[config.mk]
export PLATFORM = sky130hd
export DESIGN_NAME = serial_cmd_handler
export DESIGN_NICKNAME = d
export VERILOG_FILES = /design/src/rtl/scmd_pkg.sv /design/src/rtl/scmd_letter_gen.sv /design/src/rtl/scmd_hex_sel.sv /design/src/rtl/serial_cmd_handler.sv
export SDC_FILE = /design/constraint.sdc
export NUM_CORES = 1
export LEC_CHECK = 0
export ABC_CLOCK_PERIOD_IN_PS = 4700
export BUFFER_PORTS_ARGS = -buffer_cell sky130_fd_sc_hd__buf_2
export CORE_AREA = 2 2 92 94
export DETAILED_ROUTE_END_ITERATION = 8
export DIE_AREA = 0 0 94 96
export GPL_TIMING_DRIVEN = 0
export HOLD_SLACK_MARGIN = 0.1
export PLACE_DENSITY = 0.79
export SYNTH_ARGS = -nofsm -noshare
export SYNTH_HDL_FRONTEND = slang
export SYNTH_SLANG_ARGS = --single-unit
[constraint.sdc]
create_clock -name clk -period 4.7 [get_ports clk]
set_input_delay 1.41 -clock clk [delete_from_list [all_inputs] [get_ports clk]]
set_output_delay 1.41 -clock clk [all_outputs]
set_load 0.05 [all_outputs]
[src/rtl/scmd_pkg.sv]
package scmd_pkg;

    typedef enum logic [3:0] {
        S_IDLE,
        S_ECHO,
        S_PUSH,
        S_POP,
        S_POP_TX,
        S_DUMP_CHK,
        S_DUMP_RD,
        S_DUMP_TX,
        S_HEX_TX,
        S_SPACE_TX,
        S_FLASH
    } scmd_state_e;

    typedef enum logic [1:0] {
        OP_PUSH = 2'd0,
        OP_POP  = 2'd1,
        OP_READ = 2'd2
    } scmd_op_e;

    localparam logic [7:0] CMD_ECHO   = 8'h41;
    localparam logic [7:0] CMD_DUMP   = 8'h42;
    localparam logic [7:0] CMD_PTR    = 8'h43;
    localparam logic [7:0] CMD_PUSH   = 8'h44;
    localparam logic [7:0] CMD_POP    = 8'h45;
    localparam logic [7:0] CMD_FLASH  = 8'h46;
    localparam logic [7:0] CH_READY   = 8'h59;
    localparam logic [7:0] CH_SPACE   = 8'h20;
    localparam logic [7:0] LET_FIRST  = 8'h41;
    localparam logic [7:0] LET_LAST   = 8'h7A;

    function automatic logic [7:0] nib_to_ascii(input logic [3:0] nib);
        logic [7:0] s;
        s = {4'h0, nib} + 8'h30;
        if (s > 8'h39) begin
            s = s + 8'd7;
        end
        return s;
    endfunction

endpackage

[src/rtl/scmd_letter_gen.sv]
module scmd_letter_gen
    import scmd_pkg::*;
(
    input  logic       clk,
    input  logic       rst_n,
    input  logic       adv,
    output logic [7:0] letter
);

    always_ff @(posedge clk) begin
        if (!rst_n) begin
            letter <= LET_FIRST;
        end else if (adv) begin
            letter <= (letter == LET_LAST) ? LET_FIRST : letter + 8'd1;
        end
    end

    // the letter never leaves the 'A'..'z' window
    a_r4_letter_range: assert property (@(posedge clk) disable iff (!rst_n)
        (letter >= LET_FIRST) && (letter <= LET_LAST));

    // the letter moves only when a push completes
    a_r4_letter_hold: assert property (@(posedge clk) disable iff (!rst_n)
        !adv |=> $stable(letter));

endmodule

[src/rtl/scmd_hex_sel.sv]
module scmd_hex_sel
    import scmd_pkg::*;
#(
    parameter int AW = 24,
    parameter int IW = 3
) (
    input  logic [AW-1:0] value,
    input  logic [IW-1:0] idx,
    output logic [7:0]    ascii
);

    localparam int NDIG = AW / 4;

    logic [3:0]    nibs [NDIG];
    logic [IW-1:0] sel;

    for (genvar g = 0; g < NDIG; g++) begin : g_nib
        assign nibs[g] = value[4*g +: 4];
    end

    // digit 0 is the most significant nibble
    assign sel   = IW'(NDIG - 1) - idx;
    assign ascii = nib_to_ascii(nibs[sel]);

endmodule

[src/rtl/serial_cmd_handler.sv]
module serial_cmd_handler
    import scmd_pkg::*;
#(
    parameter int AW = 24
) (
    input  logic          clk,
    input  logic          rst_n,
    input  logic          rx_valid,
    input  logic [7:0]    rx_data,
    output logic          tx_valid,
    output logic [7:0]    tx_data,
    input  logic          tx_ready,
    output logic          mem_req,
    output logic [1:0]    mem_op,
    output logic [AW-1:0] mem_addr,
    output logic [7:0]    mem_wdata,
    input  logic          mem_ack,
    input  logic [7:0]    mem_rdata,
    input  logic [AW-1:0] wr_ptr,
    output logic          refresh_pulse
);

    localparam int NDIG = AW / 4;
    localparam int IW   = (NDIG > 1) ? $clog2(NDIG) : 1;
    localparam logic [IW-1:0] DIG_LAST = IW'(NDIG - 1);

    scmd_state_e   state_q, state_d;
    logic [7:0]    byte_q;
    logic [AW-1:0] ptr_q;
    logic [AW-1:0] addr_q;
    logic [IW-1:0] dig_q;
    logic [7:0]    letter;
    logic [7:0]    hex_char;
    logic          take_cmd;
    logic          letter_adv;

    assign take_cmd   = (state_q == S_IDLE) && rx_valid;
    assign letter_adv = (state_q == S_PUSH) && mem_ack;

    scmd_letter_gen u_letter (
        .clk    (clk),
        .rst_n  (rst_n),
        .adv    (letter_adv),
        .letter (letter)
    );

    scmd_hex_sel #(.AW(AW), .IW(IW)) u_hex (
        .value (ptr_q),
        .idx   (dig_q),
        .ascii (hex_char)
    );

    // state register
    always_ff @(posedge clk) begin
        if (!rst_n) begin
            state_q <= S_IDLE;
        end else begin
            state_q <= state_d;
        end
    end

    // next state
    always_comb begin
        state_d = state_q;
        unique case (state_q)
            S_IDLE: begin
                if (rx_valid) begin
                    case (rx_data)
                        CMD_ECHO:  state_d = S_ECHO;
                        CMD_DUMP:  state_d = S_DUMP_CHK;
                        CMD_PTR:   state_d = S_HEX_TX;
                        CMD_PUSH:  state_d = S_PUSH;
                        CMD_POP:   state_d = S_POP;
                        CMD_FLASH: state_d = S_FLASH;
                        default:   state_d = S_IDLE;
                    endcase
                end
            end
            S_ECHO:     if (tx_ready) state_d = S_IDLE;
            S_PUSH:     if (mem_ack)  state_d = S_IDLE;
            S_POP:      if (mem_ack)  state_d = S_POP_TX;
            S_POP_TX:   if (tx_ready) state_d = S_IDLE;
            S_DUMP_CHK: state_d = (addr_q == ptr_q) ? S_IDLE : S_DUMP_RD;
            S_DUMP_RD:  if (mem_ack)  state_d = S_DUMP_TX;
            S_DUMP_TX:  if (tx_ready) state_d = S_DUMP_CHK;
            S_HEX_TX:   if (tx_ready) state_d = (dig_q == DIG_LAST) ? S_SPACE_TX : S_HEX_TX;
            S_SPACE_TX: if (tx_ready) state_d = S_IDLE;
            S_FLASH:    state_d = S_IDLE;
            default:    state_d = S_IDLE;
        endcase
    end

    // working registers
    always_ff @(posedge clk) begin
        if (!rst_n) begin
            byte_q <= '0;
            ptr_q  <= '0;
            addr_q <= '0;
            dig_q  <= '0;
        end else begin
            if (take_cmd && (rx_data == CMD_DUMP || rx_data == CMD_PTR)) begin
                ptr_q  <= wr_ptr;
                addr_q <= '0;
                dig_q  <= '0;
            end
            if ((state_q == S_POP || state_q == S_DUMP_RD) && mem_ack) begin
                byte_q <= mem_rdata;
            end
            if (state_q == S_DUMP_TX && tx_ready) begin
                addr_q <= addr_q + 1'b1;
            end
            if (state_q == S_HEX_TX && tx_ready && dig_q != DIG_LAST) begin
                dig_q <= dig_q + 1'b1;
            end
        end
    end

    // outputs
    always_comb begin
        tx_valid      = 1'b0;
        tx_data       = '0;
        mem_req       = 1'b0;
        mem_op        = OP_PUSH;
        mem_addr      = '0;
        mem_wdata     = '0;
        refresh_pulse = 1'b0;
        unique case (state_q)
            S_ECHO: begin
                tx_valid = 1'b1;
                tx_data  = CH_READY;
            end
            S_PUSH: begin
                mem_req   = 1'b1;
                mem_op    = OP_PUSH;
                mem_wdata = letter;
            end
            S_POP: begin
                mem_req = 1'b1;
                mem_op  = OP_POP;
            end
            S_DUMP_RD: begin
                mem_req  = 1'b1;
                mem_op   = OP_READ;
                mem_addr = addr_q;
            end
            S_POP_TX, S_DUMP_TX: begin
                tx_valid = 1'b1;
                tx_data  = byte_q;
            end
            S_HEX_TX: begin
                tx_valid = 1'b1;
                tx_data  = hex_char;
            end
            S_SPACE_TX: begin
                tx_valid = 1'b1;
                tx_data  = CH_SPACE;
            end
            S_FLASH: refresh_pulse = 1'b1;
            default: ;
        endcase
    end

    // an offered byte waits, unchanged, for the transmitter
    a_r8_tx_hold: assert property (@(posedge clk) disable iff (!rst_n)
        tx_valid && !tx_ready |=> tx_valid && $stable(tx_data));

    // a storage request holds its fields until acknowledged
    a_r9_req_hold: assert property (@(posedge clk) disable iff (!rst_n)
        mem_req && !mem_ack |=> mem_req && $stable(mem_op)
                                && $stable(mem_addr) && $stable(mem_wdata));

    // the refresh request never lasts two cycles
    a_r6_pulse_one: assert property (@(posedge clk) disable iff (!rst_n)
        refresh_pulse |=> !refresh_pulse);

    // one command at a time, so at most one activity is visible
    a_r10_single_activity: assert property (@(posedge clk) disable iff (!rst_n)
        $countones({tx_valid, mem_req, refresh_pulse}) <= 1);

    // pointer digits are uppercase hex characters
    a_r3_hex_upper: assert property (@(posedge clk) disable iff (!rst_n)
        (state_q == S_HEX_TX) |-> ((tx_data >= 8'h30 && tx_data <= 8'h39) ||
                                   (tx_data >= 8'h41 && tx_data <= 8'h46)));

endmodule

## After elaboration in Yosys (flattened, before gate mapping)

Index checks and enable logic that the tools add are counted.
Widths: inputs -> output; s select.

| word-level totals | value |
|---|---|
| bits in registers | 71 |
| input bits | 45 |
| output and inout port bits | 45 |
| logic and storage cells | 86 |

| operators by class | value |
|---|---|
| add/sub/neg operators | 6 |
| magnitude comparators | 2 |
| equal/unequal tests | 27 |
| multiplexer cells | 27 |
| bitwise logic cells | 1 |
| reductions and logical operators | 17 |

Operators by type and width:

| operator | number |
|---|---|
| $mux 24 | 3 |
| $eq 8x7->1 const B | 7 |
| $mux 4 | 9 |
| $pmux 4 s8 | 1 |
| $pmux 8 s4 | 1 |
| $add 24x1->24 const B | 1 |
| $eq 24x24->1 | 1 |
| $mux 8 | 3 |
| $pmux 4 s6 | 1 |
| $eq 4x3->1 const B | 4 |
| $bmux 4 s3 | 1 |
| $eq 4x4->1 const B | 3 |
| $ne 2x2->1 const B | 6 |
| $mux 3 | 3 |
| $add 8x1->8 const B | 1 |
| $add 8x3->8 const B | 1 |
| $eq 4x2->1 const B | 2 |
| $gt 8x6->1 const B | 1 |
| $add 4x6->7 const B | 1 |
| $logic_and 1x1->1 | 7 |
| $reduce_and 7->1 | 1 |
| $reduce_or 3->1 | 2 |
| $reduce_or 5->1 | 1 |
| $eq 4x1->1 const B | 1 |
| other kinds (13) | 18 |

## Depth between registers and ports, before layout

| depth | value |
|---|---|
| depth after elaboration | 9 |
| gate-level depth with buffers | 12 |
| depth with buffers taken out | 11 |

## By module

Synthesis repeated with hierarchy kept, for this count alone.

| second synthesis, totals | value |
|---|---|
| cells, all modules | 555 |
| area, all modules | 4401.7 um^2 |

Modules (own cells, without submodules):

| module | instances | cells each | area an instance (um^2) | sequential area each (um^2) |
|---|---|---|---|---|
| serial_cmd_handler | 1 | 465 | 3565.9 | 1261.2 |
| scmd_hex_sel | 1 | 44 | 421.7 | 0.0 |
| scmd_letter_gen | 1 | 46 | 414.1 | 160.2 |

## Worst setup path before layout

Ideal clock, no wire load.

| timing | value |
|---|---|
| path type | flip-flop to output port |
| start | reg dig_q[1] |
| end | out tx_data[0] |
| arrival | 3.649 ns |
| data required time | 3.290 ns |
| path slack | -0.359 ns |
| stages on the path, launching flop included | 13 |
| buffers on the path | 1 |
| cells stage by stage | dfxtp_1 buf_2 inv_1 ha_1 nand2b_1 nor2_1 nor3_1 inv_1 ha_1 or2_2 nor3b_1 o21a_1 o32ai_1 |

| on the way | value |
|---|---|
| word-level cells in the longest chain between the ends | 9 |
| elaborated cells between the ends (all ways) | 10 |
| classes of those cells | 3 x add/sub; 1 x order compare; 5 x mux; 1 x bitwise |

RTL lines:

| element | line | text |
|---|---|---|
| start: declaration | serial_cmd_handler.sv:31 | `logic [IW-1:0] dig_q;` |
| start signal: assignment | serial_cmd_handler.sv:113 | `dig_q <= dig_q + 1'b1;` |
| $sub 3x3->3 (*) | scmd_hex_sel.sv:22 | `assign sel = IW'(NDIG - 1) - idx;` |
| $not 3->4 (implied by the code) (*) | scmd_hex_sel.sv:23 | `assign ascii = nib_to_ascii(nibs[sel]);` |
| $bmux 4 s3 (*) | scmd_hex_sel.sv:23 |  |
| $mux 4 (implied by the code) (*) (2 in series) | scmd_hex_sel.sv:23 |  |
| $add 4x6->7 (*) | scmd_pkg.sv:36 | `s = {4'h0, nib} + 8'h30;` |
| $add 8x3->8 / $gt 8x6->1 (equally long branches) | scmd_pkg.sv:38, scmd_pkg.sv:37 |  |
| $mux 8 (*) | scmd_pkg.sv:37 | `if (s > 8'h39) begin` |
| $pmux 8 s4 (*) | serial_cmd_handler.sv:127 | `unique case (state_q)` |
| end: declaration | serial_cmd_handler.sv:11 | `output logic [7:0] tx_data,` |

Every way passes the cells marked *; elsewhere a longest branch is shown, timed or not. The select of a mux whose other input is x is not followed.

## Worst setup path after layout

| timing | value |
|---|---|
| start | reg dig_q[1] |
| end | out tx_data[6] |

The elaborated chain is that of the path after synthesis.

==> flow_summary_export.csv <==
group,metric,value,unit
critical_path,path_max_fanout,10,
yosys,synth.yosys.warnings,0,
yosys,average_cell_area_after_synthesis,8.02,um2
floorplanning,die_area,9020,um2
sta,worst-slew-pin-transition,977,ps
floorplanning,io_pins,90,
sta,drv_slew,0,
clock_tree,clock_insertion_delay_worst_skew,360,ps
sta,worst_clock_skew_on_the_final_layout,10.5,ps
cells_and_area,layout.nets,694,
yosys,syn-instance-count,541,
floorplanning,die-width,94,um
critical_path,start_kind,"flip-flop",
job,drv.max_cap_violation_count,0,
power_and_ir_drop,vdd_ir_max,154,uV
yosys,ys_dominant_reg_cell,"dfxtp_1",
yosys,asyncSetResetFlopFracSynth,0,
routing,detail-route-antenna-nets,0,
grt,grt_first_pass_wirelength,19000,um
yosys,postSynthNetCount,593,
power_and_ir_drop,power_density,247,nW/um2
yosys,synthDistinctLibCells,52,
routing,first_pass_iters,5,
sta,setup_tns,0,ps
yosys,synth.ff_latch_count,71,
grt,grt_usage,0.269,
cells_and_area,final_design_area_no_fill,5280,um2
sta,fin_crit,4570,ps
sta,max_freq,219,MHz
clock_tree,clk_sink_count,71,
cells_and_area,drive_gt1_frac,0.209,
yosys,largest_family_of_logic_cells_by_synthesized_area,"simple AND/OR/NAND/NOR gates",
placed_design,numPlacedInstances,734,
clock_tree,hold_buffer_count_at_cts,0,
critical_path,cp_top_family,"simple AND/OR/NAND/NOR gates",
yosys,synth_xor_xnor_area_share,0.0767,
critical_path,critPathMaxStageDelay,350,ps
floorplanning,core_area,8050,um2
critical_path,worstPathCellList,"buf_6 > inv_1 > ha_4 > nor3_1 > nor3_4 > buf_4 > ha_1 > or2_2 > nor3b_2 > or2_2 > o22ai_2 > buf_6",
outcome,run_status,"complete, no violations",
clock_tree,count_of_h_tree_levels_built_during_cts,3,
grt,grt_max_degree,13,
placed_design,post_dp_cell_area,4930,um2
grt,grt_remaining_overflow,0,
critical_path,cp.arrival,3160,ps
sta,timing.slew.headroom,0.339,
cells_and_area,syn_to_final_growth,21.7,%
yosys,synth-compound-area-share,0.139,
clock_tree,clockBufferDepth,2,
routing,viasPerCell,5.69,
routing,drc_errors,0,
sta,hold_viol_final,0,
sta,holdWs,490,ps
routing,detail_route.wl_per_cell,15.7,um
critical_path,crit_required,3290,ps
cells_and_area,final_util,0.656,
sta,post-route-period-util,0.972,
cells_and_area,final-instance-count-excl-fill,751,
cells_and_area,antenna-diode-count,0,
yosys,synth_area,4340,um2
grt,first_global_vias,3986,
clock_tree,cts.root.buffer_cell,"clkbuf_8",
critical_path,worstSetupEndpointType,"output port",
clock_tree,cts-buffers-inserted,9,
critical_path,r2r_setup_slack,2240,ps
placed_design,finalWeightedCongestion,0.939,
routing,drt_wl_total,11800,um
placed_design,numPortBuffers,88,
yosys,synth_enable_flop_cells,0,
sta,timing.final.setup_violations,0,
clock_tree,tritoncts,"built",
yosys,fraction_of_the_mapped_netlist_area_in_simple_logic_gates,0.327,
cells_and_area,n_fill_cell,695,
min_path,hold_path.class,"flip-flop to flip-flop",
floorplanning,die_y,96,um
clock_tree,cts.clk_slew.worst_paths,80,ps
critical_path,timing.setup.critical_path_class,"flip-flop to output port",
floorplanning,floorplan.initialDensity,0.539,
yosys,mux_share_of_post_synthesis_cell_area,0.0695,
routing,detailroute.via_count,4271,
yosys,synth-seq-area-share,0.328,
placed_design,place_hpwl,8640,um
grt,antenna_violations_before_repair,0,
floorplanning,rows,33,
critical_path,critical_path_buf_inv_count,4,
yosys,yosys.area_share.adder,0.0202,
critical_path,timing.critical_path.slowest_stage_cell,"dfxtp_1",
routing,detail_route.iter0.violations,260,
power_and_ir_drop,leakage,2.11,nW
[through the flow]
| stage | setup WS [ps] | total power [W] |
|---|---|---|
| floorplan | 100 | 0.000643 |
| global placement | -11.3 | 0.000671 |
| detailed placement | -39.8 | 0.000673 |
| CTS | 1.25 | 0.00131 |
| global route | -13.6 | 0.00134 |
| finish | 130 | 0.00130 |
[flip-flops by register name (all words and copies together) (netlist names)]
register         flops
addr_q              24
ptr_q               24
byte_q               8
u_letter.letter      8
state_q              4
dig_q                3
[where the power goes]
group / switching [W] / total, W / internal (W)
combinational: 0.0000317 / 0.0000575 / 0.0000259
clock: 0.000241 / 0.000644 / 0.000403
sequential: 0.000000738 / 0.000602 / 0.000602
[cell type report]
cell class	instances	area (um2)	share of cell area
Multi-Input combinational cell	430	2820	0.534
Sequential cell	71	1420	0.269
Timing Repair Buffer	90	470	0.0891
Buffer	33	155	0.0294
Clock inverter	6	134	0.0254
Tap cell	105	131	0.0249
Clock buffer	9	124	0.0235
Inverter	7	26.3	0.00498
[layout by cell type (no fill, tap or decap), types with 3 or more instances in the layout]
| master | n |
|---|---|
| buf_4 | 5 |
| clkbuf_1 | 21 |
| bufinv_16 | 4 |
| inv_1 | 7 |
| mux2i_1 | 29 |
| a32oi_1 | 3 |
| buf_6 | 4 |
| nand2_1 | 83 |
| a21boi_1 | 22 |
| nand4_1 | 18 |
| clkbuf_8 | 9 |
| nand2b_1 | 9 |
| a21oi_1 | 10 |
| a31oi_1 | 4 |
| buf_2 | 91 |
| a21boi_0 | 8 |
| o21a_1 | 4 |
| dfxtp_1 | 71 |
| nor2b_1 | 15 |
| o211ai_1 | 7 |
| and3_1 | 14 |
| xnor2_1 | 29 |
| nand3_1 | 19 |
| nor2_1 | 29 |
| nor3b_1 | 3 |
| ha_1 | 6 |
| o32ai_1 | 3 |
| nor4b_1 | 3 |
| or2_2 | 3 |
| and2_1 | 42 |
| o21ai_0 | 13 |
| xor2_1 | 9 |
| nor3_1 | 10 |
[kinds of logic after synthesis]
group / count (synthesis)
AO/OA/AOI/OAI: 87
buffers and inverters: 40
XOR/XNOR: 38
flip-flops: 71
adder cells (fa/ha/maj): 7
multiplexers: 30
AND/OR/NAND/NOR: 268
[Yosys cell counts, drive strengths merged, types with 2 or more instances]
library cell | instances | share of area
a21boi | 30 | 0.052
a21oi | 10 | 0.012
a31oi | 4 | 0.0058
a32oi | 3 | 0.0061
and2 | 42 | 0.061
and3 | 14 | 0.020
and3b | 2 | 0.0040
and4 | 2 | 0.0040
buf | 12 | 0.016
clkbuf | 21 | 0.018
dfxtp | 71 | 0.33
ha | 7 | 0.020
inv | 7 | 0.0061
mux2i | 29 | 0.067
nand2 | 83 | 0.072
nand2b | 11 | 0.016
nand3 | 20 | 0.024
nand4 | 18 | 0.026
nand4b | 2 | 0.0040
nor2 | 30 | 0.026
nor2b | 15 | 0.022
nor3 | 11 | 0.013
nor3b | 4 | 0.0069
nor4 | 2 | 0.0043
nor4b | 5 | 0.013
o211ai | 7 | 0.012
o21a | 4 | 0.0069
o21ai | 13 | 0.015
o22ai | 2 | 0.0029
o31ai | 3 | 0.0052
o32ai | 4 | 0.0081
or2 | 4 | 0.0058
or3 | 3 | 0.0055
xnor2 | 29 | 0.059
xor2 | 9 | 0.018
[repair_timing]
| item | 4_1_cts | 5_1_grt |
|---|---|---|
| setup endpoints to repair | 6 | 4 |
| pin swaps | 1 | 1 |
| cloned | 0 | 0 |
| resized for setup | 8 | 9 |
| setup buffers | 1 | 1 |
[worst reg2reg max path, stage by stage, from the launching register on]
cell and delay (ps):
dfxtp_1 300, buf_2 180, nor3_1 550, nand4_1 590
clkbuf_1 390, nand2_1 270, nor2_1 80
[metal layers]
metal	vias up	part of all wire	global-route usage
met5	-	0	0
met4	0	0.023	0.109
met3	25	0.056	0.0556
met2	166	0.47	0.451
met1	2000	0.45	0.338
li1	2080	-	-
[worst paths after layout]
path / from / end / cells past startpoint
worst max-delay path: dig_q[1]$_SDFFE_PN0P_ / tx_data[6] / 12
worst min-delay path: ptr_q[19]$_SDFFE_PN0P_ / ptr_q[19]$_SDFFE_PN0P_ / 2
worst max register to register: state_q[2]$_SDFFE_PN0P_ / addr_q[2]$_SDFFE_PN0P_ / 6
worst min register to register: ptr_q[19]$_SDFFE_PN0P_ / ptr_q[19]$_SDFFE_PN0P_ / 2
(Power assumes the default switching activity.)
